<file path="config.mk">
export PLATFORM = sky130hd
export DESIGN_NAME = fcc_ctrl
export DESIGN_NICKNAME = d
export VERILOG_FILES = /design/src/rtl/fcc_pkg.sv /design/src/rtl/fcc_blk_decode.sv /design/src/rtl/fcc_array.sv /design/src/rtl/fcc_wsm.sv /design/src/rtl/fcc_ctrl.sv
export SDC_FILE = /design/constraint.sdc
export NUM_CORES = 2
export LEC_CHECK = 0
export ABC_AREA = 1
export BUFFER_PORTS_ARGS = -buffer_cell sky130_fd_sc_hd__buf_2
export CAP_MARGIN = 20
export CORE_ASPECT_RATIO = 0.9
export CORE_MARGIN = 4
export CORE_UTILIZATION = 40
export DETAILED_ROUTE_END_ITERATION = 10
export GPL_TIMING_DRIVEN = 0
export PLACE_DENSITY = 0.57
export SLEW_MARGIN = 20
export SYNTH_ARGS = -nofsm -noshare
export SYNTH_HDL_FRONTEND = slang
export SYNTH_SLANG_ARGS = --single-unit
</file>
<file path="constraint.sdc">
create_clock -name clk -period 4.4 [get_ports clk]
set_clock_uncertainty 0.05 [all_clocks]
set_input_delay 0.66 -clock clk [delete_from_list [all_inputs] [get_ports clk]]
set_output_delay 0.66 -clock clk [all_outputs]
set_load 0.01 [all_outputs]
</file>
<file path="src/rtl/fcc_pkg.sv">
package fcc_pkg;
  localparam int ADDR_W = 18;
  localparam int NUM_BLK = 7;
  localparam int BLK_W = 3;

  localparam logic [BLK_W-1:0] BLK_MAIN96 = 3'd3;
  localparam logic [BLK_W-1:0] BLK_PARAM0 = 3'd4;
  localparam logic [BLK_W-1:0] BLK_PARAM1 = 3'd5;
  localparam logic [BLK_W-1:0] BLK_BOOT   = 3'd6;

  localparam logic [7:0] CMD_ARRAY   = 8'hFF;
  localparam logic [7:0] CMD_IDENT   = 8'h90;
  localparam logic [7:0] CMD_STATUS  = 8'h70;
  localparam logic [7:0] CMD_CLEAR   = 8'h50;
  localparam logic [7:0] CMD_PROG    = 8'h40;
  localparam logic [7:0] CMD_ERASE   = 8'h20;
  localparam logic [7:0] CMD_CONFIRM = 8'hD0;
  localparam logic [7:0] CMD_SUSPEND = 8'hB0;

  typedef enum logic [1:0] {RM_ARRAY, RM_STATUS, RM_IDENT} rmode_e;
  typedef enum logic [1:0] {CS_IDLE, CS_PSETUP, CS_ESETUP} cstate_e;
endpackage

</file>
<file path="src/rtl/fcc_blk_decode.sv">
module fcc_blk_decode
  import fcc_pkg::*;
(
  input  logic [ADDR_W-1:0] addr,
  output logic [BLK_W-1:0]  blk,
  output logic              is_boot
);
  always_comb begin
    if (addr[17:16] != 2'b11)           blk = {1'b0, addr[17:16]};
    else if (addr[15:13] == 3'b111)     blk = BLK_BOOT;
    else if (addr[15:12] == 4'hD)       blk = BLK_PARAM1;
    else if (addr[15:12] == 4'hC)       blk = BLK_PARAM0;
    else                                blk = BLK_MAIN96;
  end
  assign is_boot = (blk == BLK_BOOT);
endmodule

</file>
<file path="src/rtl/fcc_array.sv">
module fcc_array #(
  parameter int DATA_W  = 16,
  parameter int WPB_LOG = 3,
  parameter int NUM_BLK = 7,
  parameter int BLK_W   = 3,
  localparam int WPB    = 1 << WPB_LOG,
  localparam int DEPTH  = NUM_BLK * WPB,
  localparam int IDX_W  = BLK_W + WPB_LOG
) (
  input  logic              clk,
  input  logic              rst_n,
  input  logic              prog_en,
  input  logic [IDX_W-1:0]  prog_idx,
  input  logic [DATA_W-1:0] prog_data,
  input  logic              erase_en,
  input  logic [BLK_W-1:0]  erase_blk,
  input  logic [IDX_W-1:0]  rd_idx,
  output logic [DATA_W-1:0] rd_word
);
  logic [DATA_W-1:0] mem [DEPTH];

  // One storage word per entry; no reset, contents survive power-down.
  for (genvar g = 0; g < DEPTH; g++) begin : g_word
    always_ff @(posedge clk) begin
      if (erase_en && erase_blk == BLK_W'(g / WPB))
        mem[g] <= '1;
      else if (prog_en && prog_idx == IDX_W'(g))
        mem[g] <= mem[g] & prog_data;
    end
  end

  always_comb begin
    rd_word = '1;
    for (int i = 0; i < DEPTH; i++)
      if (rd_idx == IDX_W'(i)) rd_word = mem[i];
  end

  // the sequencer never finishes a program and an erase together
  p_single_op_r5: assert property (@(posedge clk) disable iff (!rst_n)
    !(prog_en && erase_en));
  // only modelled blocks are erased
  p_erase_range_r11: assert property (@(posedge clk) disable iff (!rst_n)
    erase_en |-> (erase_blk < BLK_W'(NUM_BLK)));
endmodule

</file>
<file path="src/rtl/fcc_wsm.sv">
module fcc_wsm #(
  parameter int PROG_CYCLES  = 20,
  parameter int ERASE_CYCLES = 200,
  localparam int MAXC  = (PROG_CYCLES > ERASE_CYCLES) ? PROG_CYCLES : ERASE_CYCLES,
  localparam int CNT_W = $clog2(MAXC + 1)
) (
  input  logic clk,
  input  logic rst_n,
  input  logic start_prog,
  input  logic start_erase,
  input  logic suspend_req,
  input  logic resume_req,
  output logic running,
  output logic suspended,
  output logic is_erase,
  output logic done_prog,
  output logic done_erase
);
  logic             busy, susp, er;
  logic [CNT_W-1:0] cnt;
  logic             done;

  assign done       = busy && !susp && (cnt == '0) && !(suspend_req && er);
  assign done_prog  = done && !er;
  assign done_erase = done && er;
  assign running    = busy && !susp;
  assign suspended  = busy && susp;
  assign is_erase   = er;

  always_ff @(posedge clk or negedge rst_n) begin
    if (!rst_n) begin
      busy <= 1'b0;
      susp <= 1'b0;
      er   <= 1'b0;
      cnt  <= '0;
    end else if (start_prog || start_erase) begin
      busy <= 1'b1;
      susp <= 1'b0;
      er   <= start_erase;
      cnt  <= start_erase ? CNT_W'(ERASE_CYCLES - 1) : CNT_W'(PROG_CYCLES - 1);
    end else if (busy && !susp) begin
      if (suspend_req && er) susp <= 1'b1;
      else if (cnt == '0)    busy <= 1'b0;
      else                   cnt  <= cnt - 1'b1;
    end else if (busy && susp && resume_req) begin
      susp <= 1'b0;
    end
  end

  // only an erase can be held suspended
  p_susp_erase_r7: assert property (@(posedge clk) disable iff (!rst_n)
    suspended |-> er);
  // a finished operation leaves the sequencer idle
  p_done_idle_r4: assert property (@(posedge clk) disable iff (!rst_n)
    done |=> !busy);
  // the counter never exceeds the longest operation
  p_cnt_bound_r4: assert property (@(posedge clk) disable iff (!rst_n)
    busy |-> (cnt < CNT_W'(MAXC)));
endmodule

</file>
<file path="src/rtl/fcc_ctrl.sv">
module fcc_ctrl
  import fcc_pkg::*;
#(
  parameter int DATA_W       = 16,
  parameter int WPB_LOG      = 3,
  parameter int PROG_CYCLES  = 20,
  parameter int ERASE_CYCLES = 200,
  parameter logic [DATA_W-1:0] MFR_CODE = 16'h0049,
  parameter logic [DATA_W-1:0] DEV_CODE = 16'h2F13,
  localparam int IDX_W = BLK_W + WPB_LOG
) (
  input  logic              clk,
  input  logic              rst_n,
  input  logic              bus_cs,
  input  logic              bus_we,
  input  logic              bus_oe,
  input  logic [ADDR_W-1:0] bus_addr,
  input  logic [DATA_W-1:0] bus_wdata,
  output logic              rd_valid,
  output logic [DATA_W-1:0] rd_data,
  input  logic              wp_n,
  input  logic              boot_unlock,
  input  logic              vpp_lock
);
  cstate_e cstate;
  rmode_e  rmode;
  logic err_erase, err_prog, err_vpp, err_lock;
  logic [BLK_W-1:0]   op_blk;
  logic [WPB_LOG-1:0] op_word;
  logic [DATA_W-1:0]  op_data;

  logic wr, rd, any_err, locked, idle_ok;
  logic [7:0] cmd;
  logic [BLK_W-1:0] bus_blk;
  logic bus_boot;
  logic running, suspended, wsm_erase, done_prog, done_erase;
  logic start_prog, start_erase, suspend_req, resume_req;
  logic [7:0] status;
  logic [DATA_W-1:0] arr_word, rd_mux;

  fcc_blk_decode u_dec (.addr(bus_addr), .blk(bus_blk), .is_boot(bus_boot));

  assign wr      = bus_cs && bus_we;
  assign rd      = bus_cs && bus_oe && !bus_we;
  assign cmd     = bus_wdata[7:0];
  assign any_err = err_erase || err_prog || err_vpp || err_lock;
  assign locked  = bus_boot && !wp_n && !boot_unlock;
  assign idle_ok = !running && !suspended;

  assign start_prog  = wr && idle_ok && (cstate == CS_PSETUP) && !any_err && !vpp_lock && !locked;
  assign start_erase = wr && idle_ok && (cstate == CS_ESETUP) && (cmd == CMD_CONFIRM)
                       && !any_err && !vpp_lock && !locked;
  assign suspend_req = wr && running && wsm_erase && (cmd == CMD_SUSPEND);
  assign resume_req  = wr && suspended && (cmd == CMD_CONFIRM);

  fcc_wsm #(.PROG_CYCLES(PROG_CYCLES), .ERASE_CYCLES(ERASE_CYCLES)) u_wsm (
    .clk(clk), .rst_n(rst_n),
    .start_prog(start_prog), .start_erase(start_erase),
    .suspend_req(suspend_req), .resume_req(resume_req),
    .running(running), .suspended(suspended), .is_erase(wsm_erase),
    .done_prog(done_prog), .done_erase(done_erase)
  );

  fcc_array #(.DATA_W(DATA_W), .WPB_LOG(WPB_LOG), .NUM_BLK(NUM_BLK), .BLK_W(BLK_W)) u_arr (
    .clk(clk), .rst_n(rst_n),
    .prog_en(done_prog), .prog_idx({op_blk, op_word}), .prog_data(op_data),
    .erase_en(done_erase), .erase_blk(op_blk),
    .rd_idx({bus_blk, bus_addr[WPB_LOG-1:0]}), .rd_word(arr_word)
  );

  assign status = {!running, suspended, err_erase, err_prog, err_vpp, 1'b0, err_lock, 1'b0};

  always_comb begin
    case (rmode)
      RM_STATUS: rd_mux = DATA_W'(status);
      RM_IDENT:  rd_mux = bus_addr[0] ? DEV_CODE : MFR_CODE;
      default:   rd_mux = arr_word;
    endcase
  end

  always_ff @(posedge clk or negedge rst_n) begin
    if (!rst_n) begin
      cstate    <= CS_IDLE;
      rmode     <= RM_ARRAY;
      err_erase <= 1'b0;
      err_prog  <= 1'b0;
      err_vpp   <= 1'b0;
      err_lock  <= 1'b0;
      op_blk    <= '0;
      op_word   <= '0;
      op_data   <= '0;
      rd_valid  <= 1'b0;
      rd_data   <= '0;
    end else begin
      rd_valid <= rd;
      if (rd) rd_data <= rd_mux;
      if (start_prog || start_erase) begin
        op_blk  <= bus_blk;
        op_word <= bus_addr[WPB_LOG-1:0];
        op_data <= bus_wdata;
      end
      if (wr && !running) begin
        if (suspended) begin
          case (cmd)
            CMD_ARRAY:   rmode <= RM_ARRAY;
            CMD_STATUS:  rmode <= RM_STATUS;
            CMD_IDENT:   rmode <= RM_IDENT;
            CMD_CONFIRM: rmode <= RM_STATUS;
            default: ;
          endcase
        end else begin
          case (cstate)
            CS_PSETUP: begin
              cstate <= CS_IDLE;
              rmode  <= RM_STATUS;
              if (!any_err) begin
                if (vpp_lock)    begin err_vpp  <= 1'b1; err_prog <= 1'b1; end
                else if (locked) begin err_lock <= 1'b1; err_prog <= 1'b1; end
              end
            end
            CS_ESETUP: begin
              cstate <= CS_IDLE;
              rmode  <= RM_STATUS;
              if (cmd != CMD_CONFIRM) begin
                err_erase <= 1'b1;
                err_prog  <= 1'b1;
              end else if (!any_err) begin
                if (vpp_lock)    begin err_vpp  <= 1'b1; err_erase <= 1'b1; end
                else if (locked) begin err_lock <= 1'b1; err_erase <= 1'b1; end
              end
            end
            default: begin
              case (cmd)
                CMD_ARRAY:  rmode <= RM_ARRAY;
                CMD_STATUS: rmode <= RM_STATUS;
                CMD_IDENT:  rmode <= RM_IDENT;
                CMD_CLEAR: begin
                  err_erase <= 1'b0;
                  err_prog  <= 1'b0;
                  err_vpp   <= 1'b0;
                  err_lock  <= 1'b0;
                end
                CMD_PROG:  begin cstate <= CS_PSETUP; rmode <= RM_STATUS; end
                CMD_ERASE: begin cstate <= CS_ESETUP; rmode <= RM_STATUS; end
                default: ;
              endcase
            end
          endcase
        end
      end
    end
  end

  // every read strobe is answered in the next cycle
  p_rd_answer_r12: assert property (@(posedge clk) disable iff (!rst_n)
    rd |=> rd_valid);
  // a write cycle never produces read data
  p_wr_no_rd_r12: assert property (@(posedge clk) disable iff (!rst_n)
    (bus_cs && bus_we) |=> !rd_valid);
  // an accepted operation makes the sequencer busy
  p_start_busy_r4: assert property (@(posedge clk) disable iff (!rst_n)
    (start_prog || start_erase) |=> running);
  // error bits hold unless a clear command reaches an idle controller
  p_err_sticky_r10: assert property (@(posedge clk) disable iff (!rst_n)
    (any_err && !(wr && idle_ok && cstate == CS_IDLE && cmd == CMD_CLEAR)) |=> any_err);
  // the read mode holds while an operation runs
  p_mode_hold_r13: assert property (@(posedge clk) disable iff (!rst_n)
    running |=> $stable(rmode));
endmodule

</file>
# Yosys cells after proc, flatten, opt, wreduce, memory -nomap -nowiden
# Memories as Yosys holds them, arrays and structs flattened.
# Index checks and enable logic that the tools add are counted.
# word_totals
reg_bits,58
latch_bits,0
mem_bits_rw,896
rom_bits,0
in_bits,42
out_inout_bits,17
elab_cells,933
memories,1
# op_classes
addsub,1
n_mul,0
div_mod_pow,0
order_cmp,0
eq_ne,144
shift,0
n_mux,480
bitwise,114
n_reduce_logical,178
# mem_list
memory,words,width,read_ports,rd_ports_with_merged_regs,wr,line,text
u_arr.mem,56,16,56,0,8,fcc_array.sv:20,logic [DATA_W-1:0] mem [DEPTH];
# op_table
op,n
16-bit two-way mux,160
16-bit AND,56
16-bit OR reduction,48
6-bit == test (second input constant),48
6-bit two-way mux,48
1-bit two-way mux,251
6-bit by 5-bit == test with 1-bit output (second input constant),32
6-bit by 4-bit == test with 1-bit output (second input constant),16
1-bit logical AND,93
1-bit OR,56
6-bit by 3-bit == test with 1-bit output (second input constant),8
8-bit two-way mux,5
8-bit == test (second input constant),4
16-bit one-hot mux with 2 select lines,1
6-bit by 2-bit == test with 1-bit output (second input constant),4
8-bit by 7-bit == test with 1-bit output (second input constant),3
3-bit == test (second input constant),5
14-bit two-way mux,1
6-bit by 1-bit == test with 1-bit output (second input constant),2
6-bit logical NOT,2
3-bit two-way mux,4
2-bit one-hot mux with 3 select lines,2
3-bit AND reduction,4
6-bit AND reduction,2
other kinds (30),62

# Depth between registers and ports, before layout
# depth
depth_word,63
ltp_mapped,40

# Modules after synthesis
# Synthesis repeated with hierarchy kept, for this count alone.
# unflattened
hier_cells,5112
hier_area_um2,45932.8
# by_module_without_submodules
mod,n_inst,cells_per_inst,area_per_inst_um2,seq_area_each_um2
fcc_array,1,4683,42777.3,26905.8
fcc_ctrl,1,310,2372.3,1176.1
fcc_wsm,1,106,720.7,275.3
fcc_blk_decode,1,13,62.6,0.0

# Least setup slack after synthesis
# No wires, ideal clock.
# synth_timing
path_type,input-to-reg
from,in bus_addr[17]
to,reg rd_data[7]
arrival_time_ns,3.575
path_slack_ns,0.698
stages,34
n_path_buf,4
cell_sequence,buf_6 inv_4 nor2_4 nand2_4 a21oi_4 buf_4 buf_6 nand2_1 nor2_4 buf_2 nand2_1 nand2_1 nand4_1 nand2_1 nand3_1 nor3_2 nand4_1 nor2_1 nand4_1 nand2_1 nand4_1 nand2_1 nand4_1 nand2_1 nand4_1 nor2_1 nand4_1 nand2_1 nand3_1 nand2_1 nand3_1 nand2_1 nand2_1 a21oi_1
# synth_between
elab_chain_cells,60
# synth_rtl
item,line,text
"start, declared",fcc_ctrl.sv:17,"input logic [ADDR_W-1:0] bus_addr,"
2-bit inequality test,fcc_blk_decode.sv:9,"if (addr[17:16] != 2'b11) blk = {1'b0, addr[17:16]};"
3-bit two-way mux (*),fcc_blk_decode.sv:9,
6-bit logical NOT,fcc_array.sv:35,if (rd_idx == IDX_W'(i)) rd_word = mem[i];
16-bit two-way mux (55 in a row),fcc_array.sv:35,
16-bit two-way mux (*),fcc_array.sv:35,
16-bit one-hot mux with 2 select lines (*),fcc_ctrl.sv:74,case (rmode)
"end signal, assigned",fcc_ctrl.sv:96,if (rd) rd_data <= rd_mux;
"end, declared",fcc_ctrl.sv:20,"output logic [DATA_W-1:0] rd_data,"
# Mark *: on every way between the ends. The rest lies on a longest branch, timed or not.
# A chain may end at the register's enable or synchronous reset.

# Final worst setup path
# layout_timing
from,in bus_addr[0]
to,reg rd_data[0]
# layout_between
elab_chain_cells,58
# layout_rtl
item,line
6-bit logical NOT,fcc_array.sv:35
16-bit two-way mux (55 in a row),fcc_array.sv:35
16-bit two-way mux (*),fcc_array.sv:35
16-bit one-hot mux with 2 select lines (*),fcc_ctrl.sv:74
# Marks and branches as above.

==> metrics <==
worst-path fanout max=8; HP Start=bus_wdata[8]; Layout Area Growth over Synthesis=18.72%; endpoint kind of the worst setup timing path=register; shortest clock period the worst path allows after layout=5163 ps; DRC marker count from the first detailed-route iteration=5,324; worst ir drop on vdd=0.4067 mV; met3 WL post-DR=19.23 mm; most frequent cells in the layout=sky130_fd_sc_hd__nand2_1 (1,262), sky130_fd_sc_hd__edfxtp_1 (896), sky130_fd_sc_hd__inv_1 (755), sky130_fd_sc_hd__o21ai_0 (677), sky130_fd_sc_hd__nor2_1 (247); clock tree root buffer cell=sky130_fd_sc_hd__clkbuf_16; H-tree level count=3; top_reg_cell synth=sky130_fd_sc_hd__edfxtp_1; instance count of the mapped netlist=4,940; headroom to the max-slew limit=15.38%; global-route wire length before repair=238.5 mm; number of cells in the design after placement=6,523; class of the most critical hold timing path=in -> reg; final weighted congestion of routability-driven global placement=0.9126; DR top layer=met5; most used cell, CP=sky130_fd_sc_hd__nand4_1; effective utilization at floorplan=40.56%; fraction of layout cells with a size suffix above 1=14.19%; actual transition at the worst max-transition pin=1269 ps; summed area of non-filler cells in the final layout=0.05388 mm2; PortBufs=48; Crit path largest cell delay=260 ps; pin count of the biggest net entering global routing=53; routed length on met1=70.16 mm; area of the die=0.1189 mm2; routed wl met2=67.44 mm; fraction of registers with async set/reset=6.080%; DIE HEIGHT=327.6 um; leakage dissipation=18.87 nW; pins over their slew limit=0; count of flip-flops with a built-in enable after synthesis=896; post-route non-filler standard cell count=6,805; post-route antenna net violation count=0; Final Hold Viols=0; Mapped Area=0.04539 mm2; placement-stage worst setup slack=-2398 ps; worst hold slack=148.1 ps; Pwr Density=441.1 mW/mm2; buffers from clock root to sink, at most=3; count of clock tree sinks=954; top post-synthesis cells by area=sky130_fd_sc_hd__edfxtp_1 (59%), sky130_fd_sc_hd__nand2_1 (11%), sky130_fd_sc_hd__o21ai_0 (8.1%), sky130_fd_sc_hd__inv_1 (6.3%), sky130_fd_sc_hd__dfrtp_1 (3.2%); average size of a mapped cell=9.188 um2; total overflow reported by the global router=0; Post-DP HPWL=112.7 mm; total routing usage reported by global routing=27.16%; Net Count, Synth=4,987; proportion of synthesized chip area in sequential cells=62.48%; clock tree from TritonCTS=built; worst path arrival time=5750 ps; source-to-sink clock delay at the later pin of the worst-skew pair=710 ps; Setup violations, final=16; hold worst-path end=op_data[8]$_DFFE_PN0P_; YS warnings=0; post-synth top area cell=sky130_fd_sc_hd__edfxtp_1; fin nets=5,280; slowest library cell on the worst path=sky130_fd_sc_hd__nand4_1; footprint of the multi-input gates=0.01461 mm2; number of synthesized register bits=954; wire length after detailed routing=165.2 mm; Post-Place Cell Area=0.04850 mm2; number of top-level pins=59; length in cells of the worst reg-to-reg path=34; antenna violations before repair=7; via/cell ratio=5.579; number of filler cells placed in the layout=10,529; run status=finished, violations left; highest clock rate=193.7 MHz; failing checks=negative setup slack; routed vias=37,968; core region area=0.1119 mm2; commonest non-fill, non-tap cell in the layout=sky130_fd_sc_hd__nand2_1; via count of the first global-routing pass=35,139; Startpoint Class=input pin; reg-to-reg startpoint=u_arr.mem[0][0]$_SDFFCE_PN1P_; average wire length per cell after detail routing=24.27 um; FF+latch area=0.02836 mm2; number of design rule violations left after detail routing=0; Required @ worst endpoint=4990 ps; final period utilization=117.3%; unrepaired setup endpoints after global routing=true; placement row count=116; number of buffers created by CTS=106; area share of the largest cell type after synthesis=59.28%; number of iterations in the first detailed-routing pass=9; Worst Setup Path Type=in -> reg; endpoint of the most critical register-to-register path=rd_data[0]$_DFFE_PN0P_; Max Cap Violations=0; clock transition at the register clock pins on the worst setup and hold paths after CTS=60 ps; register-to-register setup slack=-540 ps; synth unique cells=36; setup slack of the critical path after layout=-762.6 ps; width of the die=363.1 um; Cells on Worst Hold Path=3
report_power, final:
part           internal, mW  switching (mW)  total, mW
Sequential             9.98           0.145       10.1
Clock                  4.93            3.79       8.72
Combinational         0.817            4.11       4.92
Total                  15.7            8.04       23.8
state kept, by name, indices dropped and copies added (netlist names):
register	flops
u_wsm.is_erase	1
op_data	16
op_word	3
op_blk	3
rmode	2
u_wsm.susp	1
err_prog	1
u_arr.mem	896
err_lock	1
cstate	2
u_wsm.cnt	8
rd_valid	1
rd_data	16
err_vpp	1
err_erase	1
u_wsm.busy	1
kinds of logic (layout without fill, tap and decap cells):
kind of cell | count (synthesis) | after routing | share of synthesized area, %
xor gates and xnor gates | 4 | 4 | 0.07720
buffers and inverters | 1015 | 1396 | 8.507
DFF | 954 | 954 | 62.48
AOI/OAI and AO/OA | 942 | 942 | 10.51
other | 0 | 9 | 0
and+or+nand+nor | 2020 | 2020 | 18.29
adders and majority gates | 5 | 5 | 0.1378
cell usage after synthesis, types with 4 or more instances:
master / count
sky130_fd_sc_hd__inv_1: 766
sky130_fd_sc_hd__buf_1: 8
sky130_fd_sc_hd__nand3_1: 83
sky130_fd_sc_hd__nor2_1: 326
sky130_fd_sc_hd__nor2_2: 8
sky130_fd_sc_hd__edfxtp_1: 896
sky130_fd_sc_hd__nor4_1: 6
sky130_fd_sc_hd__dfrtp_1: 58
sky130_fd_sc_hd__a21oi_1: 190
sky130_fd_sc_hd__buf_2: 15
sky130_fd_sc_hd__nor2_4: 4
sky130_fd_sc_hd__clkbuf_1: 216
sky130_fd_sc_hd__nand2_1: 1367
sky130_fd_sc_hd__nor3_1: 31
sky130_fd_sc_hd__ha_1: 5
sky130_fd_sc_hd__nand4_1: 188
sky130_fd_sc_hd__o21ai_0: 736
routing by layer:
layer  GRT usage, %  vias up
li1               -    17016
met1          39.97    18303
met2          38.26     2253
met3          6.198      394
met4          11.91        2
met5              0        -
cell type report:
| cell class | count | share of cell area (%) |
|---|---|---|
| timing repair buffer | 185 | 3.146 |
| clock inverter | 55 | 0.8429 |
| multi-input combinational | 2971 | 27.12 |
| antenna | 9 | 0.04180 |
| buffer | 244 | 2.057 |
| inverter | 771 | 5.459 |
| clock buffer | 141 | 5.283 |
| sequential | 954 | 52.63 |
| tap | 1475 | 3.425 |
what timing repair did:
item / 4_1_cts / 5_1_grt
pin swaps: 109 / 118
gates resized for setup: 303 / 132
setup buffers: 68 / 8
endpoints found under the hold margin: 58 / 0
hold buffers: 1 / 0
setup endpoints to repair: 16 / 44
per-stage QoR:
stage | power, mW | setup TNS [ps] | util, %
floorplan | 11.90 | 0 | -
finish | 23.77 | -7717 | 48.15
global route | 24.25 | -9869 | 48.13
global placement | 14.60 | -86710 | 42.42
detailed placement | 14.74 | -31110 | 43.34
CTS | 23.53 | -6346 | 47.70
critical path, delay by kind of cell:
kind	cells	cell delay, ps
buf+inv	4	560
compound gates	1	130
simple gates	33	4310
worst max path at each step:
stage | cells after the start | start | end | slack (ps)
floorplan | 34 | bus_addr[17] | rd_data[7]$_DFFE_PN0P_ | 700
global placement | 34 | bus_addr[0] | rd_data[8]$_DFFE_PN0P_ | -2380
detailed placement | 34 | bus_addr[0] | rd_data[8]$_DFFE_PN0P_ | -2400
CTS | 40 | bus_addr[15] | rd_data[7]$_DFFE_PN0P_ | -640
global route | 40 | bus_addr[15] | rd_data[0]$_DFFE_PN0P_ | -840
finish | 38 | bus_addr[0] | rd_data[0]$_DFFE_PN0P_ | -760
Power figures use the tool's default switching activity.
